### config.mk
export PLATFORM = sky130hd
export DESIGN_NAME = mdma_strobe_seq
export DESIGN_NICKNAME = d
export VERILOG_FILES = /design/src/rtl/mdma_pkg.sv /design/src/rtl/mdma_timing_sel.sv /design/src/rtl/mdma_phase_cnt.sv /design/src/rtl/mdma_ctrl.sv /design/src/rtl/mdma_strobe_seq.sv
export SDC_FILE = /design/constraint.sdc
export NUM_CORES = 1
export LEC_CHECK = 0
export BUFFER_PORTS_ARGS = -buffer_cell sky130_fd_sc_hd__buf_2
export CORE_UTILIZATION = 35
export CTS_CLUSTER_DIAMETER = 150
export CTS_CLUSTER_SIZE = 28
export DETAILED_ROUTE_END_ITERATION = 8
export PLACE_DENSITY_LB_ADDON = 0.1
export SLEW_MARGIN = 20
export SYNTH_ARGS = -nofsm -noshare
export SYNTH_HDL_FRONTEND = slang
export SYNTH_SLANG_ARGS = --single-unit
### constraint.sdc
create_clock -name clk -period 4 [get_ports clk]
set_clock_uncertainty 0.1 [all_clocks]
set_input_delay 0.4 -clock clk [delete_from_list [all_inputs] [get_ports clk]]
set_output_delay 0.4 -clock clk [all_outputs]
set_load 0.005 [all_outputs]
### src/rtl/mdma_pkg.sv
package mdma_pkg;

  typedef enum logic [2:0] {
    ST_IDLE,
    ST_LEAD,
    ST_ACT,
    ST_DROP,
    ST_REC
  } seq_state_t;

endpackage

### src/rtl/mdma_timing_sel.sv
module mdma_timing_sel #(
  parameter int CNT_W = 6
) (
  input  logic [CNT_W-1:0] pio_act,
  input  logic [CNT_W-1:0] pio_rec,
  input  logic [CNT_W-1:0] fast_act,
  input  logic [CNT_W-1:0] fast_rec,
  input  logic             fast_dma_only,
  output logic [CNT_W-1:0] act_ld,
  output logic [CNT_W-1:0] rec_ld
);

  localparam logic [CNT_W-1:0] ONE = CNT_W'(1);

  logic [CNT_W-1:0] act_sel;
  logic [CNT_W-1:0] rec_sel;

  always_comb begin
    act_sel = fast_dma_only ? fast_act : pio_act;
    rec_sel = fast_dma_only ? fast_rec : pio_rec;
    // counter reload is length minus one; zero length behaves as one
    act_ld  = (act_sel == '0) ? '0 : act_sel - ONE;
    rec_ld  = (rec_sel == '0) ? '0 : rec_sel - ONE;
  end

endmodule

### src/rtl/mdma_phase_cnt.sv
module mdma_phase_cnt #(
  parameter int CNT_W = 6
) (
  input  logic             clk,
  input  logic             rst,
  input  logic             load,
  input  logic [CNT_W-1:0] load_val,
  input  logic             dec,
  output logic             zero
);

  logic [CNT_W-1:0] cnt_q;

  always_ff @(posedge clk) begin
    if (rst) begin
      cnt_q <= '0;
    end else if (load) begin
      cnt_q <= load_val;
    end else if (dec && cnt_q != '0) begin
      cnt_q <= cnt_q - CNT_W'(1);
    end
  end

  assign zero = (cnt_q == '0);

endmodule

### src/rtl/mdma_ctrl.sv
module mdma_ctrl
  import mdma_pkg::*;
(
  input  logic clk,
  input  logic rst,
  input  logic xfer_en,
  input  logic xfer_dir,
  input  logic stop_req,
  input  logic buf_ready,
  input  logic dev_req,
  input  logic cnt_zero,
  output logic cnt_load,
  output logic cnt_use_rec,
  output logic cnt_dec,
  output logic dma_ack,
  output logic rd_n,
  output logic wr_n,
  output logic word_done
);

  seq_state_t st_q, st_d;
  logic ack_q, ack_d;
  logic dir_q, dir_d;
  logic rd_q, rd_d;
  logic wr_q, wr_d;
  logic done_q, done_d;
  logic stop_q, stop_d;
  logic stop_now;
  logic grant;

  assign grant    = dev_req && xfer_en && buf_ready && !stop_req;
  assign stop_now = stop_q || stop_req || !xfer_en;

  always_comb begin
    st_d        = st_q;
    ack_d       = ack_q;
    dir_d       = dir_q;
    rd_d        = rd_q;
    wr_d        = wr_q;
    done_d      = 1'b0;
    cnt_load    = 1'b0;
    cnt_use_rec = 1'b0;
    cnt_dec     = 1'b0;
    unique case (st_q)
      ST_IDLE: begin
        if (grant) begin
          ack_d = 1'b1;
          dir_d = xfer_dir;
          st_d  = ST_LEAD;
        end
      end
      ST_LEAD: begin
        if (stop_now) begin
          ack_d = 1'b0;
          st_d  = ST_IDLE;
        end else begin
          rd_d     = dir_q;
          wr_d     = !dir_q;
          cnt_load = 1'b1;
          st_d     = ST_ACT;
        end
      end
      ST_ACT: begin
        if (cnt_zero) begin
          rd_d   = 1'b1;
          wr_d   = 1'b1;
          done_d = 1'b1;
          // request is looked at on the very edge the strobe rises
          if (!dev_req || stop_now) begin
            st_d = ST_DROP;
          end else begin
            cnt_load    = 1'b1;
            cnt_use_rec = 1'b1;
            st_d        = ST_REC;
          end
        end else begin
          cnt_dec = 1'b1;
        end
      end
      ST_DROP: begin
        ack_d = 1'b0;
        st_d  = ST_IDLE;
      end
      ST_REC: begin
        if (stop_now) begin
          ack_d = 1'b0;
          st_d  = ST_IDLE;
        end else if (!cnt_zero) begin
          cnt_dec = 1'b1;
        end else if (buf_ready) begin
          rd_d     = dir_q;
          wr_d     = !dir_q;
          cnt_load = 1'b1;
          st_d     = ST_ACT;
        end
      end
      default: begin
        st_d  = ST_IDLE;
        ack_d = 1'b0;
        rd_d  = 1'b1;
        wr_d  = 1'b1;
      end
    endcase
    stop_d = (st_d != ST_IDLE) && (stop_q || stop_req);
  end

  always_ff @(posedge clk) begin
    if (rst) begin
      st_q   <= ST_IDLE;
      ack_q  <= 1'b0;
      dir_q  <= 1'b0;
      rd_q   <= 1'b1;
      wr_q   <= 1'b1;
      done_q <= 1'b0;
      stop_q <= 1'b0;
    end else begin
      st_q   <= st_d;
      ack_q  <= ack_d;
      dir_q  <= dir_d;
      rd_q   <= rd_d;
      wr_q   <= wr_d;
      done_q <= done_d;
      stop_q <= stop_d;
    end
  end

  assign dma_ack   = ack_q;
  assign rd_n      = rd_q;
  assign wr_n      = wr_q;
  assign word_done = done_q;

endmodule

### src/rtl/mdma_strobe_seq.sv
module mdma_strobe_seq #(
  parameter int CNT_W = 6
) (
  input  logic             clk,
  input  logic             rst,
  input  logic             xfer_en,
  input  logic             xfer_dir,
  input  logic             stop_req,
  input  logic             buf_ready,
  input  logic             dev_req,
  input  logic [CNT_W-1:0] pio_act,
  input  logic [CNT_W-1:0] pio_rec,
  input  logic [CNT_W-1:0] fast_act,
  input  logic [CNT_W-1:0] fast_rec,
  input  logic             fast_dma_only,
  output logic             dma_ack,
  output logic             rd_n,
  output logic             wr_n,
  output logic             word_done
);

  logic [CNT_W-1:0] act_ld;
  logic [CNT_W-1:0] rec_ld;
  logic [CNT_W-1:0] cnt_val;
  logic             cnt_load;
  logic             cnt_use_rec;
  logic             cnt_dec;
  logic             cnt_zero;

  mdma_timing_sel #(.CNT_W(CNT_W)) u_tsel (
    .pio_act       (pio_act),
    .pio_rec       (pio_rec),
    .fast_act      (fast_act),
    .fast_rec      (fast_rec),
    .fast_dma_only (fast_dma_only),
    .act_ld        (act_ld),
    .rec_ld        (rec_ld)
  );

  assign cnt_val = cnt_use_rec ? rec_ld : act_ld;

  mdma_phase_cnt #(.CNT_W(CNT_W)) u_cnt (
    .clk      (clk),
    .rst      (rst),
    .load     (cnt_load),
    .load_val (cnt_val),
    .dec      (cnt_dec),
    .zero     (cnt_zero)
  );

  mdma_ctrl u_ctrl (
    .clk         (clk),
    .rst         (rst),
    .xfer_en     (xfer_en),
    .xfer_dir    (xfer_dir),
    .stop_req    (stop_req),
    .buf_ready   (buf_ready),
    .dev_req     (dev_req),
    .cnt_zero    (cnt_zero),
    .cnt_load    (cnt_load),
    .cnt_use_rec (cnt_use_rec),
    .cnt_dec     (cnt_dec),
    .dma_ack     (dma_ack),
    .rd_n        (rd_n),
    .wr_n        (wr_n),
    .word_done   (word_done)
  );

endmodule

==> results of run 1 <==
==> state kept, by name, summed over array words and instances, names as in the netlist <==
register          flops
u_cnt.cnt_q           6
u_ctrl.dir_q          1
u_ctrl.dma_ack        1
u_ctrl.rd_n           1
u_ctrl.st_q           3
u_ctrl.stop_q         1
u_ctrl.word_done      1
u_ctrl.wr_n           1
==> stage by stage <==
step | hold WS, ns | cell area (µm²) | std cells
3_5_place_dp | 0.374 | 1600 | 236
5_1_grt | 0.324 | 1640 | 240
2_1_floorplan | 0.370 | 1420 | 163
3_3_place_gp | 0.366 | 1600 | 236
6_report | 0.321 | 1640 | 240
4_1_cts | 0.307 | 1640 | 240
==> final cells by class <==
type	instances	area share [%]
clock buffers	4	2.74
repair buffers	35	10.7
well taps	48	3.65
multi-input cells	135	64.0
inverters	3	0.685
flip-flops and latches	15	18.3
==> logic make-up after synthesis <==
kind of cell,Yosys count,synth area share (%)
xor+xnor,15,9.25
buf+inv,13,4.76
flops,15,21.1
mux,14,10.2
fa+ha+maj,6,5.29
simple gates,63,29.0
compound gates,37,20.4
==> layout by cell type (no fill, tap or decap), types with 2 or more instances in the layout <==
master / instances
buf_2: 35
dfxtp_1: 15
nor2_1: 13
mux2i_1: 12
nor3_1: 11
xnor2_1: 8
nand2_1: 7
a21oi_1: 7
xor2_1: 7
ha_1: 6
a211oi_1: 5
o21ai_0: 5
nand4_1: 4
inv_1: 3
or3_1: 3
nor3b_1: 3
clkbuf_8: 3
nor2b_1: 2
nor4b_1: 2
a221oi_1: 2
nand3_1: 2
or4_1: 2
a221oi_2: 2
==> power by group <==
group | total, mW | switching [mW] | internal [mW]
clock network | 0.124 | 0.0539 | 0.0705
logic | 0.0814 | 0.0451 | 0.0363
registers | 0.154 | 0.00250 | 0.151
==> metal layers <==
metal  vias to the layer above  wire [µm]  track usage, %
li1                        682          -               -
met1                       642       1530            19.7
met2                        36       1750            31.9
met3                         4        127            2.26
met4                         0         41            5.71
met5                         -          0               0
==> worst min-delay path, cell delays in order <==
cell and delay, ns:
buf_2 0.08, mux2i_1 0.05, nor2_1 0.10
==> final timing paths <==
kind / slack (ns) / cells past startpoint / endpoint / from
setup / recovery: 1.67 / 8 / u_cnt.cnt_q[0]$_SDFFE_PP0P_ / fast_dma_only
hold / removal: 0.32 / 3 / u_ctrl.dir_q$_SDFFE_PP0P_ / xfer_dir
setup reg to reg: 1.76 / 7 / u_cnt.cnt_q[1]$_SDFFE_PP0P_ / u_cnt.cnt_q[0]$_SDFFE_PP0P_
hold reg to reg: 0.38 / 2 / u_ctrl.dma_ack$_SDFFE_PP0P_ / u_ctrl.dma_ack$_SDFFE_PP0P_
==> run_results.csv, run 1 <==
group,metric,value,unit
critical_path,path_buf_inv,1,
critical_path,max_stage_delay,0.38,ns
global_route,grtUsageTotal,17.1,%
pwr,p_leak,0.628,nW
global_route,grt_overflow,0,
global_route,grt_antenna_before_repair,0,
cts,cts_inserted_buffers,3,
route,dr.pass1.iters,4,
cts,clock_latency,0.25,ns
status,outcome,"finished clean",
timing,fin_tns_setup,0,ns
cts,cts_sinks,15,
timing,finalSetupViolCount,0,
route,vias_per_cell,5.68,
timing,slew_violations,0,
layout,drive_gt1_share,26.6,%
logic_synthesis,seq_area_frac_synth,21.1,%
pwr,p_total,0.359,mW
cts,holdBufCountCts,0,
critical_path,cp_top_family,"compound AO/OA/AOI/OAI gates",
route,drc,0,
logic_synthesis,async_reset_ff_share,0,%
die,die_w,65.7,µm
route,vias,1364,
flow_run,drv_cap,0,
logic_synthesis,synthesis.nets,201,
layout,fill_cells,385,
logic_synthesis,ys_seq_elements,15,
cts,cts_tree,"yes",
cts,cts_buffer_depth,2,
die,die_area,4320,µm²
logic_synthesis,avgSynthCellArea,8.71,µm²
route,first_iter_violations,54,
route,detail_route.wl_per_cell,14.4,µm
layout,regArea,300,µm²
layout,diodes,0,
placed_design,hpwl,2.74,mm
placed_design,port_buffers,35,
pwr,powerDensity,219,nW/µm²
cts,postCtsSetupRepairBufs,0,
die,rows,22,
route,routed_wl,3.45,mm
layout,area_growth,15.8,%
logic_synthesis,synth.distinct_cells,57,
die,io_pins,36,
critical_path,cp_max_fo,23,
timing,fmax,430,MHz
critical_path,crit_chain,"buf_2 -> mux2i_1 -> ha_1 -> nor4bb_1 -> a22o_1 -> nor2_1 -> a221oi_1 -> a211oi_1",
logic_synthesis,synth-edff-count,0,
cts,htree_levels,1,
die,core_area,3770,µm²
layout,multiInputGateArea,1050,µm²
global_route,grt_pass1_vias,1279,
logic_synthesis,synth_top_area_cell,"dfxtp_1",
cts,cts_root_buffer,"clkbuf_8",
global_route,grt_pass1_wl,5.73,mm
critical_path,slowest_stage,"buf_2",
timing,worst_pin_slew,0.546,ns
die,start_util,37.7,%
timing,timing_hold_violations_final,0,
logic_synthesis,ys_warn_count,0,
cts,cts.clk_slew.worst_paths,0.06,ns
die,die_height,65.7,µm
placed_design,gp_congestion,0.785,
critical_path,crit_required,4.01,ns
logic_synthesis,synth_ff_type,"dfxtp_1",
logic_synthesis,synth.area.top_cells,"dfxtp_1 21%, mux2i_1 8.5%, ha_1 5.3%",
route,ant_nets,0,
logic_synthesis,netlist_instances,163,
timing,fin_crit,2.33,ns
layout,fin_util,43.6,%
logic_synthesis,synth_top_area_share,21.1,%
timing,post-route-period-util,58.2,%
timing,setup_ws,1.67,ns
logic_synthesis,synthTopCellsByCount,"15 x dfxtp_1, 13 x nor2_1, 12 x mux2i_1",
global_route,grt_max_degree,24,
cts,cts_resized,0,
worst_hold_path,hold_path_class,"primary input to register",
logic_synthesis,syn_area,1420,µm²
critical_path,cp.arrival,2.34,ns
critical_path,start_kind,"primary input",
timing,rsz0062_at_grt,"no",
critical_path,crit_type,"primary input to register",
timing,maxSlewHeadroom,63.6,%
critical_path,end_kind,"register",
layout,layout.nets,231,
logic_synthesis,synth.most_common_cell,"dfxtp_1",
placed_design,pre_cts_slack,1.42,ns
pwr,ir_worst_vdd,0.0000835,V
Power figures use the tool's default switching activity.
==> inputs of run 2 (changes only) <==
--- a/config.mk
+++ b/config.mk
@@ -5,6 +5,7 @@
 export SDC_FILE = /design/constraint.sdc
 export NUM_CORES = 1
 export LEC_CHECK = 0
+export ABC_AREA = 1
 export BUFFER_PORTS_ARGS = -buffer_cell sky130_fd_sc_hd__buf_2
 export CORE_UTILIZATION = 35
 export CTS_CLUSTER_DIAMETER = 150
==> constraint.sdc (replaced) <==
create_clock -name clk -period 2.3 [get_ports clk]
set_clock_uncertainty 0.1 [all_clocks]
set_input_delay 0.23 -clock clk [delete_from_list [all_inputs] [get_ports clk]]
set_output_delay 0.23 -clock clk [all_outputs]
set_load 0.005 [all_outputs]
==> run 2 against run 1 <==
Net effect: count of clock-buffer cells in the layout fell by 1; die area increased by 11%; final cell count up 52%; critical path depth up 2; power increased by 85%; critical path type is now register to register; critical endpoint is now u_cnt.cnt_q[3]$_SDFFE_PP0P_; highest routed layer unchanged.
==> run_results.csv, run 2 <==
group,metric,value,unit
status,outcome,"finished clean",
logic_synthesis,synth-edff-count,0,
logic_synthesis,synth.area.top_cells,"nand2_1 25%, dfxtp_1 19%, inv_1 9.3%",
critical_path,cp_top_family,"simple AND/OR/NAND/NOR gates",
cts,cts_resized,0,
route,ant_nets,0,
critical_path,slowest_stage,"dfxtp_1",
layout,diodes,0,
timing,rsz0062_at_grt,"no",
placed_design,hpwl,2.93,mm
critical_path,crit_required,2.35,ns
global_route,grtUsageTotal,16.0,%
pwr,powerDensity,362,nW/µm²
logic_synthesis,ys_seq_elements,15,
placed_design,pre_cts_slack,0.361,ns
timing,fmax,574,MHz
route,routed_wl,3.56,mm
route,vias,1653,
layout,largest_reg_flops,6,
die,rows,24,
global_route,grt_pass1_vias,1555,
die,die_w,69.2,µm
logic_synthesis,synthAdderAreaFrac,4.75,%
route,vias_per_cell,4.54,
route,drc,0,
global_route,grt_overflow,0,
logic_synthesis,synth_top_area_cell,"nand2_1",
placed_design,dpl_cell_area,1790,µm²
cts,postCtsSetupRepairBufs,0,
die,die_area,4780,µm²
route,dr.pass1.iters,4,
logic_synthesis,seq_area_frac_synth,19.0,%
logic_synthesis,synthesis.nets,313,
flow_run,drv_cap,0,
worst_hold_path,hold_path_class,"primary input to register",
logic_synthesis,async_reset_ff_share,0,%
pwr,p_leak,1.03,nW
logic_synthesis,synth.most_common_cell,"nand2_1",
logic_synthesis,synth_top_area_share,25.2,%
layout,area_growth,16.5,%
timing,timing_hold_violations_final,0,
logic_synthesis,yosys.area_share.xor_xnor,2.22,%
cts,cts_sinks,15,
critical_path,cp.arrival,1.79,ns
critical_path,crit_chain,"inv_1 -> ha_1 -> nand3_4 -> inv_1 -> nand2_2 -> nand3_4 -> nor2_4 -> nand2_1 -> nand2_1 -> a21oi_2",
layout,largest_registers,"u_cnt.cnt_q x6, u_ctrl.st_q x3",
layout,fin_area,1840,µm²
cts,cts_root_buffer,"clkbuf_8",
timing,finalSetupViolCount,0,
logic_synthesis,synth_ff_type,"dfxtp_1",
layout,layout.nets,351,
route,detail_route.wl_per_cell,9.79,µm
logic_synthesis,synthSimpleGateAreaFrac,50.2,%
global_route,use_met3,3.07,%
global_route,grt_max_degree,15,
critical_path,path_buf_inv,2,
cts,htree_levels,1,
critical_path,crit_type,"register to register",
die,core_area,4350,µm²
layout,drive_gt1_share,21.8,%
logic_synthesis,synthTopCellsByCount,"106 x nand2_1, 39 x inv_1, 23 x nor2_1",
die,start_util,36.3,%
global_route,use_met2,26.1,%
timing,slew_violations,0,
cts,cts_inserted_buffers,3,
layout,layout_commonest_cell,"nand2_1",
critical_path,max_stage_delay,0.32,ns
cts,holdBufCountCts,0,
critical_path,cp_max_fo,9,
global_route,grt_antenna_before_repair,0,
timing,maxSlewHeadroom,77.5,%
cts,cts_buffer_depth,2,
cts,cts.clk_slew.worst_paths,0.07,ns
timing,fin_crit,1.74,ns
logic_synthesis,netlist_instances,275,
die,die_height,69.2,µm
cts,clock_latency,0.25,ns
timing,setup_ws,0.558,ns
logic_synthesis,synth_top_family_by_area,"simple AND/OR/NAND/NOR gates",
timing,fin_tns_setup,0,ns
logic_synthesis,synth_mux_area_share,0,%
route,first_iter_violations,64,
layout,largest_register,"u_cnt.cnt_q",
placed_design,gp_congestion,0.838,
critical_path,end_kind,"register",
timing,post-route-period-util,75.7,%
layout,final_cell_mix,"106 x nand2_1, 39 x inv_1, 35 x buf_2",
pwr,ir_worst_vdd,0.000356,V
logic_synthesis,synth.distinct_cells,31,
logic_synthesis,ys_warn_count,0,
global_route,met1_usage,21.9,%
global_route,busiest_layer,"met2",
die,io_pins,36,
cts,cts_tree,"yes",
logic_synthesis,syn_area,1580,µm²
timing,worst_pin_slew,0.336,ns
logic_synthesis,avgSynthCellArea,5.74,µm²
global_route,grt_pass1_wl,6.47,mm
placed_design,port_buffers,35,
critical_path,start_kind,"register",
logic_synthesis,synth-compound-area-share,10.6,%
## run 2: area by class of cell
cell class / count / area [µm²]
Multi-Input combinational cell: 212 / 1070
Clock inverter: 1 / 5.00
Clock buffer: 3 / 41.3
Inverter: 45 / 174
Tap cell: 52 / 65.1
Timing Repair Buffer: 36 / 183
Sequential cell: 15 / 300
Fill cell: 483 / 2510
## run 2: power breakdown
part | leakage [nW] | internal [mW] | switching, mW
registers | 0.121 | 0.264 | 0.00264
clock network | 0.0255 | 0.120 | 0.0988
logic | 0.881 | 0.0697 | 0.110
## run 2: worst paths after layout
path	end	slack [ns]	depth (start not counted)	startpoint
worst min-delay path	u_cnt.cnt_q[0]$_SDFFE_PP0P_	0.13	2	rst
worst min register to register	u_ctrl.wr_n$_SDFFE_PP1P_	0.36	2	u_ctrl.wr_n$_SDFFE_PP1P_
worst max-delay path	u_cnt.cnt_q[3]$_SDFFE_PP0P_	0.56	10	u_cnt.cnt_q[0]$_SDFFE_PP0P_
worst max register to register	u_cnt.cnt_q[3]$_SDFFE_PP0P_	0.56	10	u_cnt.cnt_q[0]$_SDFFE_PP0P_
## run 2: through the flow
step           total power, mW  cells  util (%)  hold WS (ns)
3_5_place_dp             0.454    360      41.2         0.339
4_1_cts                  0.677    364      42.2         0.123
6_report                 0.665    364      42.2         0.127
5_1_grt                  0.710    364      42.2         0.128
3_3_place_gp             0.454    360      41.2         0.334
2_1_floorplan            0.399    275         -         0.199
## run 2: routing by layer
metal,vias up,share of wire (%)
met5,-,0
met4,0,0.45
met3,2,2.5
met2,21,46
met1,703,51
li1,927,-
## run 2: cells by family after synthesis
kind of cell / count (synthesis)
AND/OR/NAND/NOR: 176
adder cells (fa/ha/maj): 6
AO/OA/AOI/OAI: 26
buffers and inverters: 48
flip-flops: 15
XOR/XNOR: 4
